--- src/rtl/wh_xbar_pkg.sv ---
package wh_xbar_pkg;
    typedef enum logic [1:0] {
        IN_IDLE = 2'd0,
        IN_WAIT = 2'd1,
        IN_PASS = 2'd2
    } in_state_e;

    typedef enum logic {
        ARB_FREE = 1'b0,
        ARB_HELD = 1'b1
    } arb_state_e;
endpackage

--- src/rtl/wh_in_port.sv ---
module wh_in_port
    import wh_xbar_pkg::*;
#(
    parameter int DW   = 8,
    parameter int SELW = 3
) (
    input  logic            clk,
    input  logic            rst_n,
    input  logic            in_valid,
    input  logic            in_tail,
    input  logic [DW-1:0]   in_data,
    input  logic            grant,
    input  logic            dn_xoff,
    output logic            in_xoff,
    output logic            req,
    output logic            connected,
    output logic            tail_done,
    output logic [SELW-1:0] dest
);
    in_state_e state, state_nx;

    always_ff @(posedge clk) begin
        if (!rst_n) state <= IN_IDLE;
        else        state <= state_nx;
    end

    always_ff @(posedge clk) begin
        if (!rst_n)
            dest <= '0;
        else if (state == IN_IDLE && in_valid)
            dest <= in_data[SELW-1:0];
    end

    always_comb begin
        state_nx = state;
        unique case (state)
            IN_IDLE: if (in_valid && !in_tail) state_nx = IN_WAIT;
            IN_WAIT: if (grant) state_nx = IN_PASS;
            IN_PASS: if (in_valid && !dn_xoff && in_tail) state_nx = IN_IDLE;
            default: state_nx = IN_IDLE;
        endcase
    end

    always_comb begin
        in_xoff   = 1'b0;
        req       = 1'b0;
        connected = 1'b0;
        tail_done = 1'b0;
        unique case (state)
            IN_IDLE: in_xoff = 1'b0;
            IN_WAIT: begin
                in_xoff = 1'b1;
                req     = 1'b1;
            end
            IN_PASS: begin
                in_xoff   = dn_xoff;
                connected = 1'b1;
                tail_done = in_valid && !dn_xoff && in_tail;
            end
            default: in_xoff = 1'b0;
        endcase
    end
endmodule

--- src/rtl/wh_out_arb.sv ---
module wh_out_arb
    import wh_xbar_pkg::*;
#(
    parameter int N    = 8,
    parameter int IDXW = 3
) (
    input  logic            clk,
    input  logic            rst_n,
    input  logic [N-1:0]    req,
    input  logic            release_path,
    output logic [N-1:0]    gnt,
    output logic            busy,
    output logic [IDXW-1:0] owner
);
    arb_state_e      state, state_nx;
    logic [IDXW-1:0] rr_ptr;
    logic [IDXW-1:0] pick;
    logic [IDXW:0]   probe;
    logic            found;

    always_ff @(posedge clk) begin
        if (!rst_n) state <= ARB_FREE;
        else        state <= state_nx;
    end

    always_comb begin
        gnt   = '0;
        found = 1'b0;
        pick  = '0;
        probe = '0;
        if (state == ARB_FREE) begin
            for (int k = 0; k < N; k++) begin
                probe = {1'b0, rr_ptr} + (IDXW+1)'(k);
                if (probe >= (IDXW+1)'(N)) probe = probe - (IDXW+1)'(N);
                if (!found && req[probe[IDXW-1:0]]) begin
                    found = 1'b1;
                    pick  = probe[IDXW-1:0];
                end
            end
            if (found) gnt[pick] = 1'b1;
        end
    end

    always_comb begin
        state_nx = state;
        unique case (state)
            ARB_FREE: if (found) state_nx = ARB_HELD;
            ARB_HELD: if (release_path) state_nx = ARB_FREE;
            default:  state_nx = ARB_FREE;
        endcase
    end

    always_ff @(posedge clk) begin
        if (!rst_n) begin
            owner  <= '0;
            rr_ptr <= '0;
        end else if (state == ARB_FREE && found) begin
            owner  <= pick;
            rr_ptr <= (pick == IDXW'(N-1)) ? '0 : pick + 1'b1;
        end
    end

    assign busy = (state == ARB_HELD);
endmodule

--- src/rtl/wh_xbar_switch.sv ---
module wh_xbar_switch #(
    parameter int N  = 8,
    parameter int DW = 8
) (
    input  logic            clk,
    input  logic            rst_n,
    input  logic [N-1:0]    in_valid,
    input  logic [N-1:0]    in_tail,
    input  logic [N*DW-1:0] in_data,
    output logic [N-1:0]    in_xoff,
    output logic [N-1:0]    out_valid,
    output logic [N-1:0]    out_tail,
    output logic [N*DW-1:0] out_data,
    input  logic [N-1:0]    out_xoff
);
    localparam int SELW = (N > 1) ? $clog2(N) : 1;

    logic [N-1:0]      req_w, conn_w, tdone_w, grant_w, busy_w;
    logic [N*SELW-1:0] dest_w, owner_w;
    logic [N-1:0]      gnt_by_out [N];
    logic [N-1:0]      req_by_out [N];

    for (genvar i = 0; i < N; i++) begin : g_in
        wh_in_port #(.DW(DW), .SELW(SELW)) u_port (
            .clk       (clk),
            .rst_n     (rst_n),
            .in_valid  (in_valid[i]),
            .in_tail   (in_tail[i]),
            .in_data   (in_data[i*DW +: DW]),
            .grant     (grant_w[i]),
            .dn_xoff   (out_xoff[dest_w[i*SELW +: SELW]]),
            .in_xoff   (in_xoff[i]),
            .req       (req_w[i]),
            .connected (conn_w[i]),
            .tail_done (tdone_w[i]),
            .dest      (dest_w[i*SELW +: SELW])
        );
    end

    always_comb begin
        grant_w = '0;
        for (int o = 0; o < N; o++) grant_w = grant_w | gnt_by_out[o];
    end

    for (genvar o = 0; o < N; o++) begin : g_out
        localparam int unsigned OI = o;
        logic [SELW-1:0] own;

        for (genvar i = 0; i < N; i++) begin : g_req
            assign req_by_out[o][i] = req_w[i] && (dest_w[i*SELW +: SELW] == OI[SELW-1:0]);
        end

        wh_out_arb #(.N(N), .IDXW(SELW)) u_arb (
            .clk          (clk),
            .rst_n        (rst_n),
            .req          (req_by_out[o]),
            .release_path (busy_w[o] && tdone_w[own]),
            .gnt          (gnt_by_out[o]),
            .busy         (busy_w[o]),
            .owner        (own)
        );

        assign owner_w[o*SELW +: SELW] = own;
        assign out_valid[o]            = busy_w[o] && in_valid[own];
        assign out_tail[o]             = busy_w[o] && in_tail[own];
        assign out_data[o*DW +: DW]    = busy_w[o] ? in_data[own*DW +: DW] : '0;
    end
endmodule

--- config.mk ---
export PLATFORM = sky130hd
export DESIGN_NAME = wh_xbar_switch
export DESIGN_NICKNAME = d
export VERILOG_FILES = /design/src/rtl/wh_xbar_pkg.sv /design/src/rtl/wh_in_port.sv /design/src/rtl/wh_out_arb.sv /design/src/rtl/wh_xbar_switch.sv
export SDC_FILE = /design/constraint.sdc
export NUM_CORES = 1
export LEC_CHECK = 0
export CELL_PAD_IN_SITES_DETAIL_PLACEMENT = 1
export CELL_PAD_IN_SITES_GLOBAL_PLACEMENT = 1
export CORE_ASPECT_RATIO = 1.2
export CORE_MARGIN = 4
export CORE_UTILIZATION = 30
export DETAILED_ROUTE_END_ITERATION = 8
export PLACE_DENSITY = 0.72
export SLEW_MARGIN = 20
export SYNTH_ARGS = -nofsm -noshare
export SYNTH_HDL_FRONTEND = slang
export SYNTH_SLANG_ARGS = --single-unit
--- constraint.sdc ---
create_clock -name clk -period 3.93 [get_ports clk]
set_input_delay 0.5895 -clock clk [delete_from_list [all_inputs] [get_ports clk]]
set_output_delay 0.5895 -clock clk [all_outputs]
set_load 0.02 [all_outputs]
==> results of run 1 <==
-- layer usage --
| metal | wire, um | vias to the layer above | global-route usage |
|---|---|---|---|
| met4 | 6200 | 2 | 0.153 |
| met2 | 47600 | 1382 | 0.481 |
| met5 | 13 | - | 0 |
| met1 | 36100 | 11500 | 0.318 |
| li1 | - | 9668 | - |
| met3 | 7870 | 373 | 0.0481 |
-- timing repair --
action / in CTS / in global routing
resized for setup: 178 / 122
endpoints found under the hold margin: 0 / 0
pin swaps: 56 / 43
setup endpoints to repair: 39 / 34
setup buffers: 48 / 25
-- critical path: cells and delay by family (launching register included) --
kind | cells | cell delay, ps
compound gates | 5 | 1270
buf+inv | 6 | 1000
flops | 1 | 580
mux | 2 | 650
simple gates | 3 | 560
-- cell families (layout without fill, tap and decap cells) --
family / after synthesis / after routing / share of synthesized area
muxes: 372 / 372 / 0.348
xor gates and xnor gates: 30 / 30 / 0.0139
DFF: 96 / 96 / 0.102
buffers and inverters: 256 / 856 / 0.0554
AOI/OAI and AO/OA: 535 / 535 / 0.204
adders and majority gates: 63 / 63 / 0.0418
and+or+nand+nor: 789 / 789 / 0.235
-- how the worst max path moves through the flow --
stage / slack (ps) / depth (start not counted) / end / start
6_report: -260 / 16 / g_in[1].u_port.state[0] / g_in[2].u_port.dest[0]
4_1_cts: -200 / 15 / g_in[1].u_port.state[1] / g_in[7].u_port.state[1]
3_5_place_dp: -850 / 13 / g_in[0].u_port.state[1] / g_in[4].u_port.state[1]
3_3_place_gp: -770 / 13 / g_in[0].u_port.state[1] / g_in[7].u_port.state[1]
2_1_floorplan: -5 / 14 / g_in[6].u_port.state[1] / g_out[6].u_arb.rr_ptr[1]
5_1_grt: -360 / 14 / g_in[5].u_port.state[0] / g_in[7].u_port.state[1]
-- metrics by stage --
stage | total power (uW) | worst slack [ps] | setup TNS [ps] | hold slack, ps | instance area [sq um]
final | 14400 | -261 | -3150 | 534 | 27100
after global routing | 15100 | -356 | -5230 | 551 | 27100
after detailed placement | 11700 | -852 | -11370 | 510 | 24800
after CTS | 13600 | -196 | -1440 | 524 | 26300
after floorplan | 7180 | -5.29 | -5.29 | 451 | 18900
after global placement | 11400 | -769 | -6630 | 473 | 24800
-- final cells by class --
type                       count  share of cell area
multi-input combinational   1789               0.632
timing repair buffer         763               0.236
sequential                    96              0.0720
tap                          816              0.0377
inverter                      77              0.0108
clock buffer                   9             0.00832
clock inverter                 7             0.00310
-- registers in the layout, summed over array words and instances, names as in the netlist --
| register | count |
|---|---|
| g_in.u_port.dest | 24 |
| g_out.u_arb.owner | 24 |
| g_out.u_arb.rr_ptr | 24 |
| g_in.u_port.state | 16 |
| g_out.u_arb.busy | 8 |
-- where the power goes --
group          internal (uW)  total, uW  switching [uW]  leakage, uW
Combinational           5620      11800            6150      0.00899
Sequential              1220       1660             444     0.000791
Clock                    507       1000             494     0.000149
-- placed cells by master, fill, tap and decap left out, drive strengths merged, types with 69 or more instances in the layout --
| cell | synthesis | routed |
|---|---|---|
| inv | 75 | 79 |
| nand2 | 170 | 170 |
| nor2 | 172 | 172 |
| buf | 67 | 586 |
| clkdlybuf4s50 | 0 | 177 |
| a21oi | 153 | 153 |
| mux2i | 124 | 124 |
| nor2b | 69 | 69 |
| dfxtp | 96 | 96 |
| mux4 | 225 | 225 |
==> run metrics, run 1 <==
outcome complete, but fails checks; failing checks negative setup slack; Tcrit/Tclk final 1.07; Crit-path slowest cell dfxtp_1; Detailed Place HPWL 75.2 mm; Vias 22900; Worst Reg-to-Reg Cells 16; dpl cells 3469; storage element area 1950 sq um; post-route setup slack -261 ps; first-pass GRT wire length 145 mm; Final min period 4190 ps; syn avg cell area 8.81 sq um; antenna violations before repair 1; post-layout util 0.435; Total GRT Usage 0.274; # port buffers 177; multi-input logic area 17100 sq um; Final Max Slew Viols 0; Crit Reg-Reg Startpoint g_in[2].u_port.dest[0]; # IOs 178; DR WL/cell 27.5 um; Setup Viol. Count Final 19; Clock Pin Slew Worst Setup and Hold Paths 80 ps; First DRT Iteration DRCs 2087; Async SR Flop Fraction 0; ant diodes 0; latest clock arrival within the worst-skew pair 390 ps; Hold Startpoint g_out[4].u_arb.owner[0]; area leader, netlist mux4_2; Die Y 283 um; Non-Filler Instances 3557; fin nets 2889; Critical Path End Type register; critical-path maximum fanout 8; FMAX 239 MHz; sequential area share after synthesis 0.102; startpoint types register; Max Cap Violations 0; depth of the CTS H-tree 3; final clock skew 11.2 ps; Area Overhead vs Synth 43.5%; FILL cells 7089; cell row count 100; syn nets 2294; worst-margin pin slew 1260 ps; Fin. Hold Viols 0; Main synth FF type dfxtp_1; RSZ-0062 raised after global routing yes; Peak VDD IR 0.000311 V; antenna-violating nets left 0; most instantiated cells after synthesis mux4_2, nor2_1, nand2_1, a21oi_1, mux2i_1; vias in the first global route 24200; Final Wtd Congestion 0.988; Initial DRT Pass Iterations 5; CTS tree built; Max clock buf depth 2; Initial Util 0.303; DR DRC count 0; hold path endpoint g_out[4].u_arb.owner[0]; CTS Buf Count 9; Cell Pwr Density 533 nW/um^2; Clock Sink Count 96; YS warnings 0; Cell Chain, Critical Path nand4b_1 -> buf_4 -> mux4_2 -> and2_1 -> a32o_2 -> a21bo_4 -> buf_6 -> nor4_2 -> a311o_2 -> buf_6 -> buf_4 -> a32oi_1 -> buf_4 -> a41oi_1 -> buf_4 -> mux2i_2; hold crit path type register to register; Hold Path Stages 2; largest net degree at the start of global routing 62; die width 237 um; Setup Crit Path Kind register to register; die area 67000 sq um; Slew headroom 0.156; vias per std cell 6.45; number of synthesized register bits 96; Root Driver clkbuf_16; FF-to-FF End g_in[1].u_port.state[0]; Crit path largest cell delay 580 ps; required time of the critical path 4220 ps; Remaining Overflow, GRT 0; final WL 97.9 mm; setup slack, reg-to-reg -260 ps; Crit path top cell by count buf_4; number of synthesized flops with an enable pin 0; leakage 0.00993 uW; ranking of synthesized cells by area mux4_2, dfxtp_1, mux2i_1, ha_1, a21oi_1; Post-Syn Instances 2141; core area 62200 sq um; Netlist cell types 103; fraction of layout cells with a size suffix above 1 0.406; top cell type's share of synthesized area 0.269; Cell Area, Synth 18900 sq um; count leader, synth mux4_2; Worst EP arrival 4480 ps; # hold bufs at CTS 0
Note: power is estimated with default switching activity, not from simulation.
==> run 2, diff against run 1 <==
Settings changed: CORE_MARGIN 4 to 1.5.
==> run 2 against run 1 <==
Highest routed layer is now met4. The flow still finishes with violations (negative setup slack). Wire length is 3.1% lower. Sequential power grew 3%. Flip-flop and latch count unchanged. Non-clock buffer count decreased by 54. Critical path depth unchanged. Clock skew decreased by 2.4 ps. Critical endpoint unchanged. Clock-buffer cell count is the same. Sequential share of layout area up 0.14 points.
==> run metrics, run 2 (same netlist as run 1, synthesis figures left out) <==
pre-CTS WS -1030 ps (was -852 ps); core area 62100 sq um (was 62200 sq um); first-pass GRT wire length 139 mm (was 145 mm); vias in the first global route 23100 (was 24200); Initial Util 0.304 (was 0.303); Remaining Overflow, GRT 0 (unchanged); antenna violations before repair 0 (was 1); fraction of layout cells with a size suffix above 1 0.395 (was 0.406); Critical Path End Type register (unchanged); Worst Reg-to-Reg Cells 16 (unchanged); # port buffers 177 (unchanged); Initial DRT Pass Iterations 7 (was 5); die area 64400 sq um (was 67000 sq um); Max Cap Violations 0 (unchanged); Worst EP arrival 4490 ps (was 4480 ps); outcome complete, but fails checks (unchanged); critical-path maximum fanout 4 (was 8); Final Wtd Congestion 1.00 (was 0.988); leakage 0.00961 uW (was 0.00993 uW); Final Max Slew Viols 0 (unchanged); Vias 22500 (was 22900); FMAX 238 MHz (was 239 MHz); CTS tree built (unchanged); commonest non-fill, non-tap cell in the layout buf_4 (unchanged); Die Y 278 um (was 283 um); Peak VDD IR 0.000324 V (was 0.000311 V); Root Driver clkbuf_16 (unchanged); Final min period 4190 ps (about the same); final clock skew 8.83 ps (was 11.2 ps); Setup TNS -2250 ps (was -3150 ps); First DRT Iteration DRCs 1966 (was 2087); Cell Pwr Density 534 nW/um^2 (was 533 nW/um^2); Hold Path Stages 2 (unchanged); Max clock buf depth 2 (unchanged); DR WL/cell 27.1 um (was 27.5 um); Tcrit/Tclk final 1.07 (about the same); setup slack, reg-to-reg -260 ps (about the same); failing checks negative setup slack (unchanged); Area Overhead vs Synth 40.9% (was 43.5%); worst-margin pin slew 1180 ps (was 1260 ps); Slew headroom 0.209 (was 0.156); startpoint types register (unchanged); post-route setup slack -263 ps (was -261 ps); Clock Pin Slew Worst Setup and Hold Paths 80 ps (about the same); final WL 94.9 mm (was 97.9 mm); Detailed Place HPWL 73.4 mm (was 75.2 mm); depth of the CTS H-tree 3 (unchanged); die width 232 um (was 237 um); hold crit path type register to register (unchanged); # IOs 178 (unchanged); # hold bufs at CTS 0 (unchanged); largest net degree at the start of global routing 62 (unchanged); commonest non-fill, non-tap cells in the layout buf_4, mux4_2, clkdlybuf4s50_1, nand2_1, nor2_1 (unchanged); Fin. Hold Viols 0 (unchanged); cell row count 100 (unchanged); Tot Pwr 14200 uW (was 14400 uW); latest clock arrival within the worst-skew pair 370 ps (was 390 ps); Clock Sink Count 96 (unchanged); antenna-violating nets left 0 (unchanged); DR DRC count 0 (unchanged); Total GRT Usage 0.280 (was 0.274); Setup Crit Path Kind register to register (unchanged); CTS Buf Count 9 (unchanged); Setup Viol. Count Final 17 (was 19); required time of the critical path 4220 ps (about the same); fin nets 2835 (was 2889); RSZ-0062 raised after global routing yes (unchanged); biggest regs g_in.u_port.dest: 24 flops, g_out.u_arb.owner: 24 flops, g_out.u_arb.rr_ptr: 24 flops (unchanged); ant diodes 0 (unchanged); Hold Slack 533 ps (was 534 ps); vias per std cell 6.41 (was 6.45)
-- run 2: cell types whose count changed in the layout (fill, tap and decap cells not counted), sizes merged --
cell | previous run | this run
buf | 586 | 532
clkinv | 3 | 2
-- run 2: critical path, stage by stage (launching register included) --
cell and delay (ps):
dfxtp_2 330, inv_2 70, ha_4 170, or4b_4 550, mux4_2 570, mux2_4 310, a32o_2 280, o2111a_1 150
o32ai_2 270, o211ai_1 240, buf_4 210, nor4_2 170, buf_4 170, nor4_2 40, a41oi_1 220, buf_4 160
mux2i_1 200
-- run 2: routing by layer --
layer  vias up  share of wire  track usage
li1       9554              -            -
met1     11400           0.38        0.329
met2      1215           0.49        0.484
met3       332          0.070       0.0409
met4         0          0.062        0.155
met5         -              0            0
-- run 2: path summary, 6_finish.rpt --
kind,endpoint,start
max,g_in[1].u_port.state[0],g_in[7].u_port.state[1]
min,g_out[5].u_arb.busy,g_out[5].u_arb.busy
max reg2reg,g_in[1].u_port.state[0],g_in[7].u_port.state[1]
min reg2reg,g_out[5].u_arb.busy,g_out[5].u_arb.busy
-- run 2: stage by stage --
stage,instance area [sq um],std cells,utilization
after global routing,26600,3502,0.428
after global placement,24600,3439,0.397
after detailed placement,24600,3439,0.397
after floorplan,18900,2141,-
after CTS,25500,3464,0.410
final,26600,3502,0.428
-- run 2: where the power goes --
| group | total, uW | switching (uW) | internal [uW] |
|---|---|---|---|
| Sequential | 1710 | 486 | 1220 |
| Combinational | 11500 | 6070 | 5460 |
| Clock | 956 | 455 | 502 |
-- run 2: layout make-up --
type                       instances  area, sq um
inverter                          77          295
timing repair buffer             709         5930
fill                            7201        35500
clock buffer                       9          225
sequential                        96         1950
tap                              816         1020
multi-input combinational       1789        17100
clock inverter                     6         73.8
-- run 2: what timing repair did --
item	in CTS	in global routing
pin swaps	25	59
endpoints found under the setup margin	36	36
buffers inserted	11	38
resized for setup	104	183
==> run 3, diff against run 2 <==
Settings changed: PLACE_DENSITY 0.72 to unset, PLACE_DENSITY_LB_ADDON set to 0.25.
==> run 3 against run 2 <==
The run still ends with negative setup slack left. Die area did not move. Global-route usage rose by 0.89 points. Critical endpoint is now g_in[2].u_port.state[0]. Utilization rose by 0.26 points. Flip-flop and latch count did not move. Critical path type unchanged.
==> run metrics, run 3 (same netlist as run 1, synthesis figures left out) <==
met1 Use GR 0.349 (was 0.329); fraction of layout cells with a size suffix above 1 0.400 (was 0.395); vias per std cell 6.28 (was 6.41); DR DRC count 0 (unchanged); design area 26700 sq um (was 26600 sq um); dpl cells 3443 (was 3439); # port buffers 177 (unchanged); commonest non-fill, non-tap cell in the layout buf_4 (unchanged); Die Y 278 um (unchanged); core area 62100 sq um (unchanged); final clock skew 13.1 ps (was 8.83 ps); Max Cap Violations 0 (unchanged); CTS Buf Count 9 (unchanged); CTS tree built (unchanged); final WL 96.1 mm (was 94.9 mm); failing checks negative setup slack (unchanged); Clock Sink Count 96 (unchanged); fin nets 2842 (was 2835); GRT busiest layer met2 (unchanged); pre-CTS WS -700 ps (was -1030 ps); ant diodes 0 (unchanged); Critical Path End Type register (unchanged); FF-to-FF End g_in[2].u_port.state[0] (was g_in[1].u_port.state[0]); Vias 22000 (was 22500); # hold bufs at CTS 0 (unchanged); M2 GR Usage 0.495 (was 0.484); antenna violations before repair 2 (was 0); cell row count 100 (unchanged); # IOs 178 (unchanged); Setup Viol. Count Final 18 (was 17); placed instance area 24600 sq um (about the same); Worst Reg-to-Reg Cells 15 (was 16); Detailed Place HPWL 74.6 mm (was 73.4 mm); vias in the first global route 23000 (was 23100); Remaining Overflow, GRT 0 (unchanged); required time of the critical path 4230 ps (was 4220 ps); First DRT Iteration DRCs 2005 (was 1966); leakage 0.00966 uW (was 0.00961 uW); Slew headroom 0.190 (was 0.209); Crit Reg-Reg Startpoint g_in[0].u_port.state[1] (was g_in[7].u_port.state[1]); Hold Startpoint g_out[6].u_arb.owner[0] (was g_out[5].u_arb.busy); depth of the CTS H-tree 3 (unchanged); die width 232 um (unchanged); outcome complete, but fails checks (unchanged); Max clock buf depth 2 (unchanged); Total GRT Usage 0.289 (was 0.280); hold crit path type register to register (unchanged); Hold Path Stages 2 (unchanged); critical-path maximum fanout 5 (was 4); FMAX 243 MHz (was 238 MHz); Initial DRT Pass Iterations 5 (was 7); Hold Slack 482 ps (was 533 ps); Worst EP arrival 4420 ps (was 4490 ps); die area 64400 sq um (unchanged); setup slack, reg-to-reg -190 ps (was -260 ps); Tot Pwr 14000 uW (was 14200 uW); Cell Pwr Density 524 nW/um^2 (was 534 nW/um^2); worst-margin pin slew 1210 ps (was 1180 ps); DR WL/cell 27.4 um (was 27.1 um); Setup Crit Path Kind register to register (unchanged); RSZ-0062 raised after global routing yes (unchanged); first-pass GRT wire length 142 mm (was 139 mm); latest clock arrival within the worst-skew pair 380 ps (was 370 ps); Final min period 4120 ps (was 4190 ps); antenna-violating nets left 0 (unchanged); Non-Filler Instances 3509 (was 3502); Final Wtd Congestion 0.933 (was 1.00); Initial Util 0.304 (unchanged); largest net degree at the start of global routing 52 (was 62); commonest non-fill, non-tap cells in the layout buf_4, mux4_2, clkdlybuf4s50_1, nand2_1, nor2_1 (unchanged); Peak VDD IR 0.000293 V (was 0.000324 V); Final Max Slew Viols 0 (unchanged); biggest regs g_in.u_port.dest: 24 flops, g_out.u_arb.owner: 24 flops, g_out.u_arb.rr_ptr: 24 flops (unchanged); post-route setup slack -193 ps (was -263 ps); Fin. Hold Viols 0 (unchanged); Tcrit/Tclk final 1.05 (was 1.07); Clock Pin Slew Worst Setup and Hold Paths 70 ps (was 80 ps); startpoint types register (unchanged); hold path endpoint g_out[6].u_arb.owner[0] (was g_out[5].u_arb.busy); Root Driver clkbuf_16 (unchanged); met3 Use GR 0.0379 (was 0.0409); Area Overhead vs Synth 41.7% (was 40.9%)
-- run 3: changes by cell type in the layout (fill, tap and decap cells not counted), moves of 6 or more --
cell / change
buf_6: +11
a211oi_1: -6
dfxtp_1: +6
dfxtp_2: -6
ha_2: -6
ha_4: +6
-- run 3: area by class of cell --
cell class,count,area (sq um)
fillers,7259,35300
inverters,77,292
multi-input cells,1789,17200
flip-flops and latches,96,1940
well taps,816,1020
clock buffers,10,229
clock inverters,5,63.8
repair buffers,716,5970
-- run 3: what timing repair did --
item                       CTS  global route
gates cloned                 2             0
buffers inserted            26            25
setup endpoints to repair   31            34
gates resized for setup    161           148
pin swaps                   45            70
-- run 3: worst max path at each step --
stage	start	to	slack [ps]
detailed placement	g_in[3].u_port.state[1]	g_in[3].u_port.state[0]	-700
floorplan	g_out[6].u_arb.rr_ptr[1]	g_in[6].u_port.state[1]	-5
global route	g_in[0].u_port.state[1]	g_in[2].u_port.state[1]	-280
CTS	g_in[0].u_port.state[1]	g_in[2].u_port.state[1]	-160
global placement	g_in[3].u_port.state[1]	g_in[3].u_port.state[1]	-590
finish	g_in[0].u_port.state[1]	g_in[2].u_port.state[0]	-190
-- run 3: worst max-delay path, cell delays in order (launching register included) --
cell and delay [ps]:
dfxtp_2 320, inv_2 80, ha_4 170, buf_6 140, nand4b_1 210, mux4_2 590
mux2_4 310, a32o_2 290, a21bo_4 200, buf_6 100, nor4_2 40, a311o_2 430
or4_4 500, o2111a_1 160, a41oi_2 270, mux2i_1 220
-- run 3: through the flow --
step	util	setup TNS (ps)
after global placement	0.396	-7170
after floorplan	-	-5.29
after CTS	0.417	-1480
final	0.431	-2130
after global routing	0.431	-4230
after detailed placement	0.396	-8750
-- run 3: layer usage --
| layer | up-vias | routed length, um |
|---|---|---|
| li1 | 9577 | - |
| met2 | 1020 | 46700 |
| met1 | 11100 | 37800 |
| met3 | 290 | 5870 |
| met5 | - | 12 |
| met4 | 2 | 5670 |
-- run 3: power breakdown --
| part | internal, uW | switching, uW | total (uW) |
|---|---|---|---|
| clock | 499 | 457 | 955 |
| sequential | 1220 | 421 | 1640 |
| combinational | 5400 | 6020 | 11400 |
| total | 7110 | 6900 | 14000 |
